`src/rtl/vrc_pkg.sv`:
```
package vrc_pkg;

  typedef enum logic [2:0] {
    VRC_OK        = 3'd0,
    VRC_MISALIGN  = 3'd1,
    VRC_WINDOW    = 3'd2,
    VRC_ERR_ALIGN = 3'd3,
    VRC_NO_SPACE  = 3'd4
  } vrc_err_e;

  localparam int WORD_W     = 32;
  localparam int PAGE_SHIFT = 12;
  localparam int LO_PFN_W   = WORD_W - PAGE_SHIFT;
  localparam int VALID_BIT  = 11;
  localparam int TYPE_W     = 8;

  localparam logic [TYPE_W-1:0] TYPE_WCOMB = 8'd1;
  localparam logic [TYPE_W-1:0] TYPE_WBACK = 8'd6;

  localparam logic [WORD_W-1:0] BASE_CMP_MASK = 32'hFFFF_F0FF;
  localparam logic [WORD_W-1:0] MASK_CMP_MASK = 32'hFFFF_F800;

endpackage

```
`src/rtl/vrc_align_check.sv`:
```
module vrc_align_check
  import vrc_pkg::*;
#(
  parameter int PFN_W      = 24,
  parameter int ALIGN_BITS = 10,
  parameter logic [PFN_W:0] WIN_LO = 'h70000,
  parameter logic [PFN_W:0] WIN_HI = 'h7003F
) (
  input  logic [PFN_W-1:0]  base_pfn,
  input  logic [PFN_W-1:0]  size_pfn,
  input  logic [TYPE_W-1:0] mtype,
  input  logic              erratum_en,
  output vrc_err_e          err
);

  logic [PFN_W-1:0] size_m1;
  logic             is_pow2;
  logic             base_on_size;
  logic [PFN_W:0]   end_excl;
  logic             touches_win;
  logic             risky_type;
  logic             coarse_miss;

  always_comb begin
    size_m1      = size_pfn - 1'b1;
    is_pow2      = (size_pfn & size_m1) == '0;
    base_on_size = (base_pfn & size_m1) == '0;
    end_excl     = {1'b0, base_pfn} + {1'b0, size_pfn};
    touches_win  = (end_excl >= WIN_LO) && ({1'b0, base_pfn} <= WIN_HI);
    risky_type   = (mtype == TYPE_WCOMB) || (mtype == TYPE_WBACK);
    coarse_miss  = |base_pfn[ALIGN_BITS-1:0];

    if (size_pfn == '0) begin
      err = VRC_OK;
    end else if (erratum_en && coarse_miss) begin
      err = VRC_ERR_ALIGN;
    end else if (erratum_en && touches_win && risky_type) begin
      err = VRC_WINDOW;
    end else if (!(is_pow2 && base_on_size)) begin
      err = VRC_MISALIGN;
    end else begin
      err = VRC_OK;
    end
  end

endmodule

```
`src/rtl/vrc_mask_repair.sv`:
```
module vrc_mask_repair #(
  parameter int PFN_W = 24
) (
  input  logic [PFN_W-1:0] raw,
  output logic [PFN_W-1:0] fixed,
  output logic             repaired
);

  logic             nonzero;
  logic [PFN_W-1:0] any_above;

  assign nonzero = |raw;

  for (genvar i = 0; i < PFN_W; i++) begin : g_bit
    if (i == PFN_W - 1) begin : g_top
      assign any_above[i] = 1'b0;
    end else begin : g_low
      assign any_above[i] = |raw[PFN_W-1:i+1];
    end
    assign fixed[i] = raw[i] | (nonzero & ~any_above[i]);
  end

  assign repaired = (fixed != raw);

endmodule

```
`src/rtl/vrc_slot_pick.sv`:
```
module vrc_slot_pick
  import vrc_pkg::*;
#(
  parameter int NUM_SLOTS = 8,
  parameter int IDX_W     = 3
) (
  input  logic [NUM_SLOTS-1:0] used,
  input  logic [IDX_W:0]       repl,
  output logic [IDX_W-1:0]     idx,
  output vrc_err_e             err
);

  localparam logic [IDX_W:0] SLOT_LIMIT = (IDX_W + 1)'(NUM_SLOTS);

  logic             found;
  logic [IDX_W-1:0] lowest;

  always_comb begin
    found  = 1'b0;
    lowest = '0;
    for (int i = NUM_SLOTS - 1; i >= 0; i--) begin
      if (!used[i]) begin
        found  = 1'b1;
        lowest = IDX_W'(i);
      end
    end

    if (repl < SLOT_LIMIT) begin
      idx = repl[IDX_W-1:0];
      err = VRC_OK;
    end else if (found) begin
      idx = lowest;
      err = VRC_OK;
    end else begin
      idx = '0;
      err = VRC_NO_SPACE;
    end
  end

endmodule

```
`src/rtl/vrc_change_cmp.sv`:
```
module vrc_change_cmp
  import vrc_pkg::*;
#(
  parameter int HI_W = 4
) (
  input  logic [WORD_W-1:0] new_base_lo,
  input  logic [HI_W-1:0]   new_base_hi,
  input  logic [WORD_W-1:0] new_mask_lo,
  input  logic [HI_W-1:0]   new_mask_hi,
  input  logic [WORD_W-1:0] old_base_lo,
  input  logic [HI_W-1:0]   old_base_hi,
  input  logic [WORD_W-1:0] old_mask_lo,
  input  logic [HI_W-1:0]   old_mask_hi,
  output logic              differs
);

  logic base_diff;
  logic mask_diff;

  always_comb begin
    base_diff = (((new_base_lo ^ old_base_lo) & BASE_CMP_MASK) != '0) ||
                (new_base_hi != old_base_hi);
    mask_diff = (((new_mask_lo ^ old_mask_lo) & MASK_CMP_MASK) != '0) ||
                (new_mask_hi != old_mask_hi);
    differs   = base_diff || mask_diff;
  end

endmodule

```
`src/rtl/vrange_codec.sv`:
```
module vrange_codec
  import vrc_pkg::*;
#(
  parameter int PA_WIDTH           = 36,
  parameter int NUM_SLOTS          = 8,
  parameter int ERRATUM_ALIGN_BITS = 10,
  parameter int WIN_FIRST          = 'h70000,
  parameter int WIN_LAST           = 'h7003F,
  localparam int PFN_W = PA_WIDTH - PAGE_SHIFT,
  localparam int HI_W  = PA_WIDTH - WORD_W,
  localparam int IDX_W = (NUM_SLOTS > 1) ? $clog2(NUM_SLOTS) : 1
) (
  input  logic                 clk,
  input  logic                 rst_n,
  input  logic                 enc_valid,
  input  logic [PFN_W-1:0]     enc_base_pfn,
  input  logic [PFN_W-1:0]     enc_size_pfn,
  input  logic [7:0]           enc_type,
  input  logic                 erratum_en,
  input  logic [31:0]          cur_base_lo,
  input  logic [HI_W-1:0]      cur_base_hi,
  input  logic [31:0]          cur_mask_lo,
  input  logic [HI_W-1:0]      cur_mask_hi,
  output logic                 enc_done,
  output logic [2:0]           enc_err,
  output logic [31:0]          enc_base_lo,
  output logic [HI_W-1:0]      enc_base_hi,
  output logic [31:0]          enc_mask_lo,
  output logic [HI_W-1:0]      enc_mask_hi,
  output logic                 enc_changed,
  input  logic                 dec_valid,
  input  logic [31:0]          dec_base_lo,
  input  logic [HI_W-1:0]      dec_base_hi,
  input  logic [31:0]          dec_mask_lo,
  input  logic [HI_W-1:0]      dec_mask_hi,
  output logic                 dec_done,
  output logic [PFN_W-1:0]     dec_base_pfn,
  output logic [PFN_W:0]       dec_size_pfn,
  output logic [7:0]           dec_type,
  output logic                 dec_repaired,
  input  logic                 srch_valid,
  input  logic [IDX_W:0]       srch_repl,
  input  logic [NUM_SLOTS-1:0] slot_used,
  output logic                 srch_done,
  output logic [IDX_W-1:0]     srch_idx,
  output logic [2:0]           srch_err
);

  localparam logic [PFN_W:0] WIN_LO_V = (PFN_W + 1)'(WIN_FIRST);
  localparam logic [PFN_W:0] WIN_HI_V = (PFN_W + 1)'(WIN_LAST);
  localparam logic [PFN_W:0] SIZE_SPAN = {1'b1, {PFN_W{1'b0}}};

  // ---------------- encode path ----------------
  vrc_err_e          chk_err;
  logic              enc_ok;
  logic [PFN_W-1:0]  neg_size;
  logic [WORD_W-1:0] w_base_lo;
  logic [HI_W-1:0]   w_base_hi;
  logic [WORD_W-1:0] w_mask_lo;
  logic [HI_W-1:0]   w_mask_hi;
  logic              w_changed;

  vrc_align_check #(
    .PFN_W      (PFN_W),
    .ALIGN_BITS (ERRATUM_ALIGN_BITS),
    .WIN_LO     (WIN_LO_V),
    .WIN_HI     (WIN_HI_V)
  ) u_align (
    .base_pfn   (enc_base_pfn),
    .size_pfn   (enc_size_pfn),
    .mtype      (enc_type),
    .erratum_en (erratum_en),
    .err        (chk_err)
  );

  always_comb begin
    neg_size = '0 - enc_size_pfn;
    enc_ok   = (enc_size_pfn != '0) && (chk_err == VRC_OK);
    if (enc_ok) begin
      w_base_lo = {enc_base_pfn[LO_PFN_W-1:0], 4'b0000, enc_type};
      w_base_hi = enc_base_pfn[PFN_W-1:LO_PFN_W];
      w_mask_lo = {neg_size[LO_PFN_W-1:0], 1'b1, 11'b0};
      w_mask_hi = neg_size[PFN_W-1:LO_PFN_W];
    end else begin
      w_base_lo = '0;
      w_base_hi = '0;
      w_mask_lo = '0;
      w_mask_hi = '0;
    end
  end

  vrc_change_cmp #(
    .HI_W (HI_W)
  ) u_cmp (
    .new_base_lo (w_base_lo),
    .new_base_hi (w_base_hi),
    .new_mask_lo (w_mask_lo),
    .new_mask_hi (w_mask_hi),
    .old_base_lo (cur_base_lo),
    .old_base_hi (cur_base_hi),
    .old_mask_lo (cur_mask_lo),
    .old_mask_hi (cur_mask_hi),
    .differs     (w_changed)
  );

  // ---------------- decode path ----------------
  logic [PFN_W-1:0] raw_mask;
  logic [PFN_W-1:0] fixed_mask;
  logic             raw_repaired;
  logic             slot_on;
  logic [PFN_W-1:0] d_base_pfn;
  logic [PFN_W:0]   d_size_pfn;
  logic [7:0]       d_type;
  logic             d_repaired;

  assign raw_mask = {dec_mask_hi, dec_mask_lo[WORD_W-1:PAGE_SHIFT]};
  assign slot_on  = dec_mask_lo[VALID_BIT];

  vrc_mask_repair #(
    .PFN_W (PFN_W)
  ) u_repair (
    .raw      (raw_mask),
    .fixed    (fixed_mask),
    .repaired (raw_repaired)
  );

  always_comb begin
    if (slot_on) begin
      d_base_pfn = {dec_base_hi, dec_base_lo[WORD_W-1:PAGE_SHIFT]};
      d_size_pfn = SIZE_SPAN - {1'b0, fixed_mask};
      d_type     = dec_base_lo[TYPE_W-1:0];
      d_repaired = raw_repaired;
    end else begin
      d_base_pfn = '0;
      d_size_pfn = '0;
      d_type     = '0;
      d_repaired = 1'b0;
    end
  end

  // ---------------- slot search path ----------------
  logic [IDX_W-1:0] s_idx;
  vrc_err_e         s_err;

  vrc_slot_pick #(
    .NUM_SLOTS (NUM_SLOTS),
    .IDX_W     (IDX_W)
  ) u_pick (
    .used (slot_used),
    .repl (srch_repl),
    .idx  (s_idx),
    .err  (s_err)
  );

  // ---------------- result registers ----------------
  vrc_err_e enc_err_q;
  vrc_err_e srch_err_q;

  always_ff @(posedge clk or negedge rst_n) begin
    if (!rst_n) begin
      enc_done  <= 1'b0;
      dec_done  <= 1'b0;
      srch_done <= 1'b0;
    end else begin
      enc_done  <= enc_valid;
      dec_done  <= dec_valid;
      srch_done <= srch_valid;
    end
  end

  always_ff @(posedge clk or negedge rst_n) begin
    if (!rst_n) begin
      enc_err_q   <= VRC_OK;
      enc_base_lo <= '0;
      enc_base_hi <= '0;
      enc_mask_lo <= '0;
      enc_mask_hi <= '0;
      enc_changed <= 1'b0;
    end else if (enc_valid) begin
      enc_err_q   <= chk_err;
      enc_base_lo <= w_base_lo;
      enc_base_hi <= w_base_hi;
      enc_mask_lo <= w_mask_lo;
      enc_mask_hi <= w_mask_hi;
      enc_changed <= w_changed;
    end
  end

  always_ff @(posedge clk or negedge rst_n) begin
    if (!rst_n) begin
      dec_base_pfn <= '0;
      dec_size_pfn <= '0;
      dec_type     <= '0;
      dec_repaired <= 1'b0;
    end else if (dec_valid) begin
      dec_base_pfn <= d_base_pfn;
      dec_size_pfn <= d_size_pfn;
      dec_type     <= d_type;
      dec_repaired <= d_repaired;
    end
  end

  always_ff @(posedge clk or negedge rst_n) begin
    if (!rst_n) begin
      srch_idx   <= '0;
      srch_err_q <= VRC_OK;
    end else if (srch_valid) begin
      srch_idx   <= s_idx;
      srch_err_q <= s_err;
    end
  end

  assign enc_err  = enc_err_q;
  assign srch_err = srch_err_q;

endmodule

```
`config.mk`:
```
export PLATFORM = sky130hd
export DESIGN_NAME = vrange_codec
export DESIGN_NICKNAME = d
export VERILOG_FILES = /design/src/rtl/vrc_pkg.sv /design/src/rtl/vrc_align_check.sv /design/src/rtl/vrc_mask_repair.sv /design/src/rtl/vrc_slot_pick.sv /design/src/rtl/vrc_change_cmp.sv /design/src/rtl/vrange_codec.sv
export SDC_FILE = /design/constraint.sdc
export NUM_CORES = 1
export LEC_CHECK = 0
export ABC_AREA = 1
export BUFFER_PORTS_ARGS = -buffer_cell sky130_fd_sc_hd__buf_2
export CAP_MARGIN = 30
export CORE_MARGIN = 3
export CORE_UTILIZATION = 25
export CTS_CLUSTER_DIAMETER = 30
export CTS_CLUSTER_SIZE = 20
export DETAILED_ROUTE_END_ITERATION = 8
export GPL_TIMING_DRIVEN = 0
export HOLD_SLACK_MARGIN = 0.05
export PLACE_DENSITY = 0.47
export SETUP_SLACK_MARGIN = 0.2
export SLEW_MARGIN = 20
export SYNTH_ARGS = -nofsm -noshare
export SYNTH_HDL_FRONTEND = slang
export SYNTH_SLANG_ARGS = --single-unit
```
`constraint.sdc`:
```
create_clock -name clk -period 1.9 [get_ports clk]
set_input_delay 0.57 -clock clk [delete_from_list [all_inputs] [get_ports clk]]
set_output_delay 0.57 -clock clk [all_outputs]
set_load 0.05 [all_outputs]
```
==> results of run 1 <==
-- Yosys cell counts, types with 11 or more instances --
| cell type | instances |
|---|---|
| nor3_1 | 13 |
| xor2_1 | 12 |
| o21ai_0 | 76 |
| nand4_1 | 44 |
| nor4_1 | 11 |
| dfrtp_1 | 125 |
| clkbuf_1 | 27 |
| nor2_1 | 147 |
| nand2_1 | 477 |
| nand3b_1 | 17 |
| a21oi_1 | 29 |
| inv_1 | 234 |
| ha_1 | 50 |
| a22o_1 | 35 |
| buf_4 | 20 |
| nand3_1 | 78 |
-- metrics by stage --
step | utilization | TNS, ns | power (mW) | area, um2 | setup WS (ns)
finish | 0.396 | -87.75 | 8.54 | 15400 | -1.81
CTS | 0.375 | -87.82 | 8.50 | 14600 | -1.91
global placement | 0.319 | -353.63 | 5.03 | 12400 | -2.75
floorplan | - | -88.83 | 4.19 | 10200 | -1.76
global route | 0.396 | -104.93 | 8.93 | 15400 | -2.08
detailed placement | 0.320 | -152.74 | 5.04 | 12400 | -2.77
-- cells in the final DEF, fill, tap and decap left out, drive strengths merged, types with 5 or more instances in the layout --
cell and n:
a21oi 30, a22o 35, a32o 7, buf 482, clkbuf 54, clkinv 5, conb 18, dfrtp 125
ha 50, inv 240, nand2 484, nand3 81, nand3b 17, nand4 44, nor2 160, nor3 14
nor4 13, o21ai 83, o31ai 8, xnor2 8, xor2 12
-- worst min path at each step --
| stage | startpoint | to | slack (ns) | cells past startpoint |
|---|---|---|---|---|
| 6_report | rst_n | dec_base_pfn[9]$_DFFE_PN0P_ | 0.09 | 1 |
| 5_1_grt | rst_n | dec_base_pfn[9]$_DFFE_PN0P_ | 0.13 | 1 |
| 4_1_cts | rst_n | dec_base_pfn[9]$_DFFE_PN0P_ | 0.11 | 1 |
| 3_5_place_dp | enc_base_lo[15]$_DFFE_PN0P_ | enc_base_lo[15]$_DFFE_PN0P_ | 0.46 | 2 |
| 3_3_place_gp | enc_base_lo[31]$_DFFE_PN0P_ | enc_base_lo[31]$_DFFE_PN0P_ | 0.46 | 2 |
| 2_1_floorplan | rst_n | dec_base_pfn[0]$_DFFE_PN0P_ | 0.27 | 0 |
-- layout make-up --
class	instances	area [um2]
tap	518	648
antenna	3	7.51
multi-input combinational	1090	6590
inverter	241	931
buffer	57	420
clock inverter	10	115
fill	4142	23400
timing repair buffer	457	3090
sequential	125	3130
clock buffer	22	464
-- sequential cells by signal (all words and copies together) (netlist names) --
register,cells
enc_base_lo,28
dec_size_pfn,25
dec_base_pfn,24
enc_mask_lo,21
dec_type,8
enc_base_hi,4
enc_mask_hi,4
srch_idx,3
enc_err,2
dec_done,1
dec_repaired,1
enc_changed,1
enc_done,1
srch_done,1
srch_err,1
-- layer usage --
| metal | routed length, um | vias up | GRT usage |
|---|---|---|---|
| met5 | 46 | - | 0 |
| met4 | 1400 | 6 | 0.0607 |
| met3 | 3140 | 104 | 0.0450 |
| met2 | 23400 | 460 | 0.386 |
| met1 | 20200 | 5722 | 0.271 |
| li1 | - | 5753 | - |
-- power by group --
part / internal, mW / leakage, nW / switching (mW)
logic: 0.792 / 6.35 / 1.66
registers: 2.77 / 1.67 / 0.0602
clock network: 2.00 / 0.276 / 1.26
-- kinds of logic after synthesis --
kind of cell	synth area share
other cells	0.000380
flops	0.317
fa+ha+maj	0.0654
buf+inv	0.125
compound gates	0.115
xor+xnor	0.0177
simple gates	0.360
-- timing repair --
action / CTS / global route
setup buffers: 101 / 41
cloned: 1 / 1
gates resized for setup: 229 / 136
pin swaps: 92 / 85
endpoints found under the setup margin: 84 / 122
==> results.json, run 1 <==
{
  "status": "finished, violations left",
  "violations": "setup timing",
  "critical_path_class": "in -> reg",
  "grt_pass1_wl_um": 69400,
  "cts-buffers-inserted": 17,
  "worst_skew_pair.late_latency_ns": 0.42,
  "tritoncts": "built",
  "crit_fanout": 8,
  "cp_slowest_stage_delay_ns": 0.26,
  "fp.dieH_um": 205,
  "cp.buffers_inverters": 6,
  "die_x_um": 205,
  "arrival_ns": 4.02,
  "gp_congestion": 0.901,
  "irDropWorstVdd_mv": 0.466,
  "post_drt_wl_per_cell_um": 19.1,
  "core_um2": 38800,
  "stdcell_count": 2523,
  "reg2reg_from": "enc_mask_lo[13]$_DFFE_PN0P_",
  "syn_inst": 1496,
  "antenna_left": 0,
  "htree_levels": 4,
  "viasPerCell": 4.77,
  "syn_area_um2": 9880,
  "leakage_nw": 8.30,
  "finalMaxSlewViolations": 0,
  "fin_skew_ns": 0,
  "overflow": 0,
  "floorplan.initialDensity": 0.254,
  "yosys-top-cells-area": "dfrtp_1 (32%), nand2_1 (18%), inv_1 (8.9%), ha_1 (6.3%), nor2_1 (5.6%)",
  "finalCritPeriodShare": 1.96,
  "clk_pin_slew_ns": 0.06,
  "yosysTopAreaCell": "dfrtp_1",
  "via_count": 12000,
  "root_buffer": "clkbuf_16",
  "period_needed_ns": 3.71,
  "critPathTopFamily": "simple AND/OR/NAND/NOR gates",
  "drt_iter0_markers": 761,
  "crit_end": "enc_changed$_DFFE_PN0P_",
  "setup_viol": 84,
  "clock_sinks": 125,
  "ys_seq_elements": 125,
  "yosysWarnings": 0,
  "synth_top_area_share": 0.317,
  "startpoint_type": "primary input",
  "ys_types": 50,
  "first_pass_iters": 5,
  "rrSetupSlack_ns": 1.15,
  "dieArea_um2": 41900,
  "cp.depth": 31,
  "rr_endpoint": "enc_mask_lo[13]$_DFFE_PN0P_",
  "rsz0062_at_grt": "true",
  "clockBufferDepth": 2,
  "tightest_slew_ns": 0.883,
  "cap_violations": 0,
  "power.density_nw_per_um2": 555,
  "fin_nets": 2258,
  "worst_slack_ns": -1.81,
  "crit_top_cell": "nor2_4",
  "routed_wl_um": 48200,
  "slowest_stage": "ha_4",
  "io_buffers": 312,
  "max_freq_ghz": 0.269,
  "relSlewSlack": 0.411,
  "place_inst": 2344,
  "synth_seq_area_share": 0.317,
  "hold_viol": 0,
  "grtUsageTotal": 0.219,
  "r2r_cells": 2,
  "grt_max_degree": 71,
  "ios": 361,
  "antenna_found_initial": 12,
  "dp_hpwl_um": 38100,
  "area_growth_pct": 55.8,
  "synth_async_sr_flop_share": 1.00,
  "synth_edf_count": 0,
  "hp-class": "in -> async",
  "cp-end-kind": "flip-flop",
  "cp_data_required_time_ns": 2.21,
  "hold_buffers": 0,
  "drive_gt1_frac": 0.382,
  "startpoint": "enc_size_pfn[2]",
  "synth_area_per_cell_um2": 6.60,
  "drc": 0,
  "ys.flop_type": "dfrtp_1",
  "num_rows": 72,
  "grt_pass1_vias": 11700,
  "fin_hold_ws_ns": 0.0930
}
Power figures use the tool's default switching activity.
==> inputs of run 2 (changes only) <==
Settings changed: CTS_BUF_LIST set to sky130_fd_sc_hd__clkbuf_4 sky130_fd_sc_hd__clkbuf_8 sky130_fd_sc_hd__clkbuf_16.
==> results.json, run 2 (synthesis gave the netlist of run 1 again) <==
{
  "drive_gt1_frac": 0.383,
  "startpoint_type": "primary input",
  "grtUsageTotal": 0.219,
  "hold_buffers": 0,
  "irDropWorstVdd_mv": 0.464,
  "drc": 0,
  "dp_hpwl_um": 38100,
  "core_um2": 38800,
  "pre_cts_ws_ns": -2.77,
  "top_register": "enc_base_lo",
  "violations": "setup timing",
  "grt_pass1_vias": 11700,
  "relSlewSlack": 0.415,
  "overflow": 0,
  "num_rows": 72,
  "clock_sinks": 125,
  "cp_data_required_time_ns": 2.21,
  "setup_viol": 84,
  "grt_max_degree": 71,
  "leakage_nw": 8.31,
  "fin_nets": 2258,
  "viasPerCell": 4.75,
  "io_buffers": 312,
  "hp-class": "in -> async",
  "clk_pin_slew_ns": 0.06,
  "final_cell_mix": "nand2_1 (418), buf_2 (286), inv_1 (203)",
  "max_freq_ghz": 0.269,
  "finalCritPeriodShare": 1.96,
  "finalMaxSlewViolations": 0,
  "fin_skew_ns": 0,
  "place_inst": 2344,
  "cp-end-kind": "flip-flop",
  "antenna_found_initial": 13,
  "period_needed_ns": 3.71,
  "post_drt_wl_per_cell_um": 19.0,
  "antenna_left": 0,
  "worst_slack_ns": -1.81,
  "routed_wl_um": 48000,
  "ios": 361,
  "crit_fanout": 8,
  "die_x_um": 205,
  "slowest_stage": "ha_4",
  "drt_iter0_markers": 732,
  "stdcell_count": 2524,
  "first_pass_iters": 5,
  "hold_viol": 0,
  "area_growth_pct": 56.0,
  "cap_violations": 0,
  "worst_skew_pair.late_latency_ns": 0.42,
  "tightest_slew_ns": 0.878,
  "fin_hold_ws_ns": 0.0931,
  "floorplan.initialDensity": 0.254,
  "via_count": 12000,
  "largest_reg_flops": 28,
  "clockBufferDepth": 2,
  "dieArea_um2": 41900,
  "gp_congestion": 0.901,
  "reg.largest.list": "enc_base_lo (28), dec_size_pfn (25), dec_base_pfn (24)",
  "cp_slowest_stage_delay_ns": 0.26,
  "cts-buffers-inserted": 17,
  "fp.dieH_um": 205,
  "grt_pass1_wl_um": 69400,
  "status": "finished, violations left",
  "rsz0062_at_grt": "true",
  "fillerInstances": 4141,
  "tritoncts": "built",
  "htree_levels": 4,
  "root_buffer": "clkbuf_16",
  "layout_commonest_cell": "nand2_1",
  "power.density_nw_per_um2": 557,
  "critical_path_class": "in -> reg",
  "arrival_ns": 4.02,
  "crit_top_cell": "nor2_4"
}
==> run 2: cell types whose count changed in the layout (fill, tap and decap cells not counted), sizes merged <==
cell   delta
diode     +1
==> run 2: where the power goes <==
group,internal [mW],switching (mW),total [mW]
clock,2.04,1.26,3.30
combinational,0.793,1.66,2.45
sequential,2.77,0.0599,2.83
total,5.60,2.98,8.58
==> run 2: path summary, 6_finish.rpt <==
check | start | slack [ns] | depth (start not counted) | endpoint
max in group asynchronous | rst_n | 1.08 | 2 | enc_base_lo[0]$_DFFE_PN0P_
min in group clk | enc_valid | 0.27 | 1 | enc_done$_DFF_PN0_
hold reg to reg | enc_base_lo[31]$_DFFE_PN0P_ | 0.48 | 2 | enc_base_lo[31]$_DFFE_PN0P_
hold / removal | rst_n | 0.09 | 1 | dec_base_pfn[9]$_DFFE_PN0P_
setup reg to reg | enc_mask_lo[13]$_DFFE_PN0P_ | 1.15 | 2 | enc_mask_lo[13]$_DFFE_PN0P_
setup / recovery | enc_size_pfn[2] | -1.81 | 31 | enc_changed$_DFFE_PN0P_
==> run 2: final cells by class <==
type	instances	area [um2]	share of cell area
Timing Repair Buffer	457	3090	0.201
Tap cell	518	648	0.0421
Sequential cell	125	3130	0.203
Clock buffer	22	475	0.0309
Clock inverter	10	115	0.00747
Inverter	241	931	0.0604
Multi-Input combinational cell	1090	6590	0.428
Buffer	57	420	0.0273
Antenna cell	4	10.0	0.000650
==> run 2: stage by stage <==
stage	instance area (um2)	total power, mW	TNS [ns]	util
CTS	14600	8.55	-87.82	0.375
floorplan	10200	4.19	-88.83	-
detailed placement	12400	5.04	-152.74	0.320
finish	15400	8.58	-87.68	0.397
global placement	12400	5.03	-353.63	0.319
global route	15400	8.97	-104.88	0.397
==> run 2: critical path: cells and delay by family <==
family                   cells  cell delay (ns)
AND/OR/NAND/NOR             20             2.11
AO/OA/AOI/OAI                3             0.24
XOR/XNOR                     1             0.16
adder cells (fa/ha/maj)      1             0.26
buffers and inverters        6             0.64
==> run 2: timing repair <==
item	in CTS	in global routing
cloned	1	1
pin swaps	92	85
gates resized for setup	229	136
buffers inserted	101	41
endpoints found under the setup margin	84	114
==> run 2: routing by layer <==
| layer | GRT usage | part of all wire | up-vias |
|---|---|---|---|
| li1 | - | - | 5758 |
| met1 | 0.270 | 0.42 | 5699 |
| met2 | 0.386 | 0.49 | 449 |
| met3 | 0.0450 | 0.068 | 84 |
| met4 | 0.0609 | 0.025 | 6 |
| met5 | 0 | 0.00096 | - |
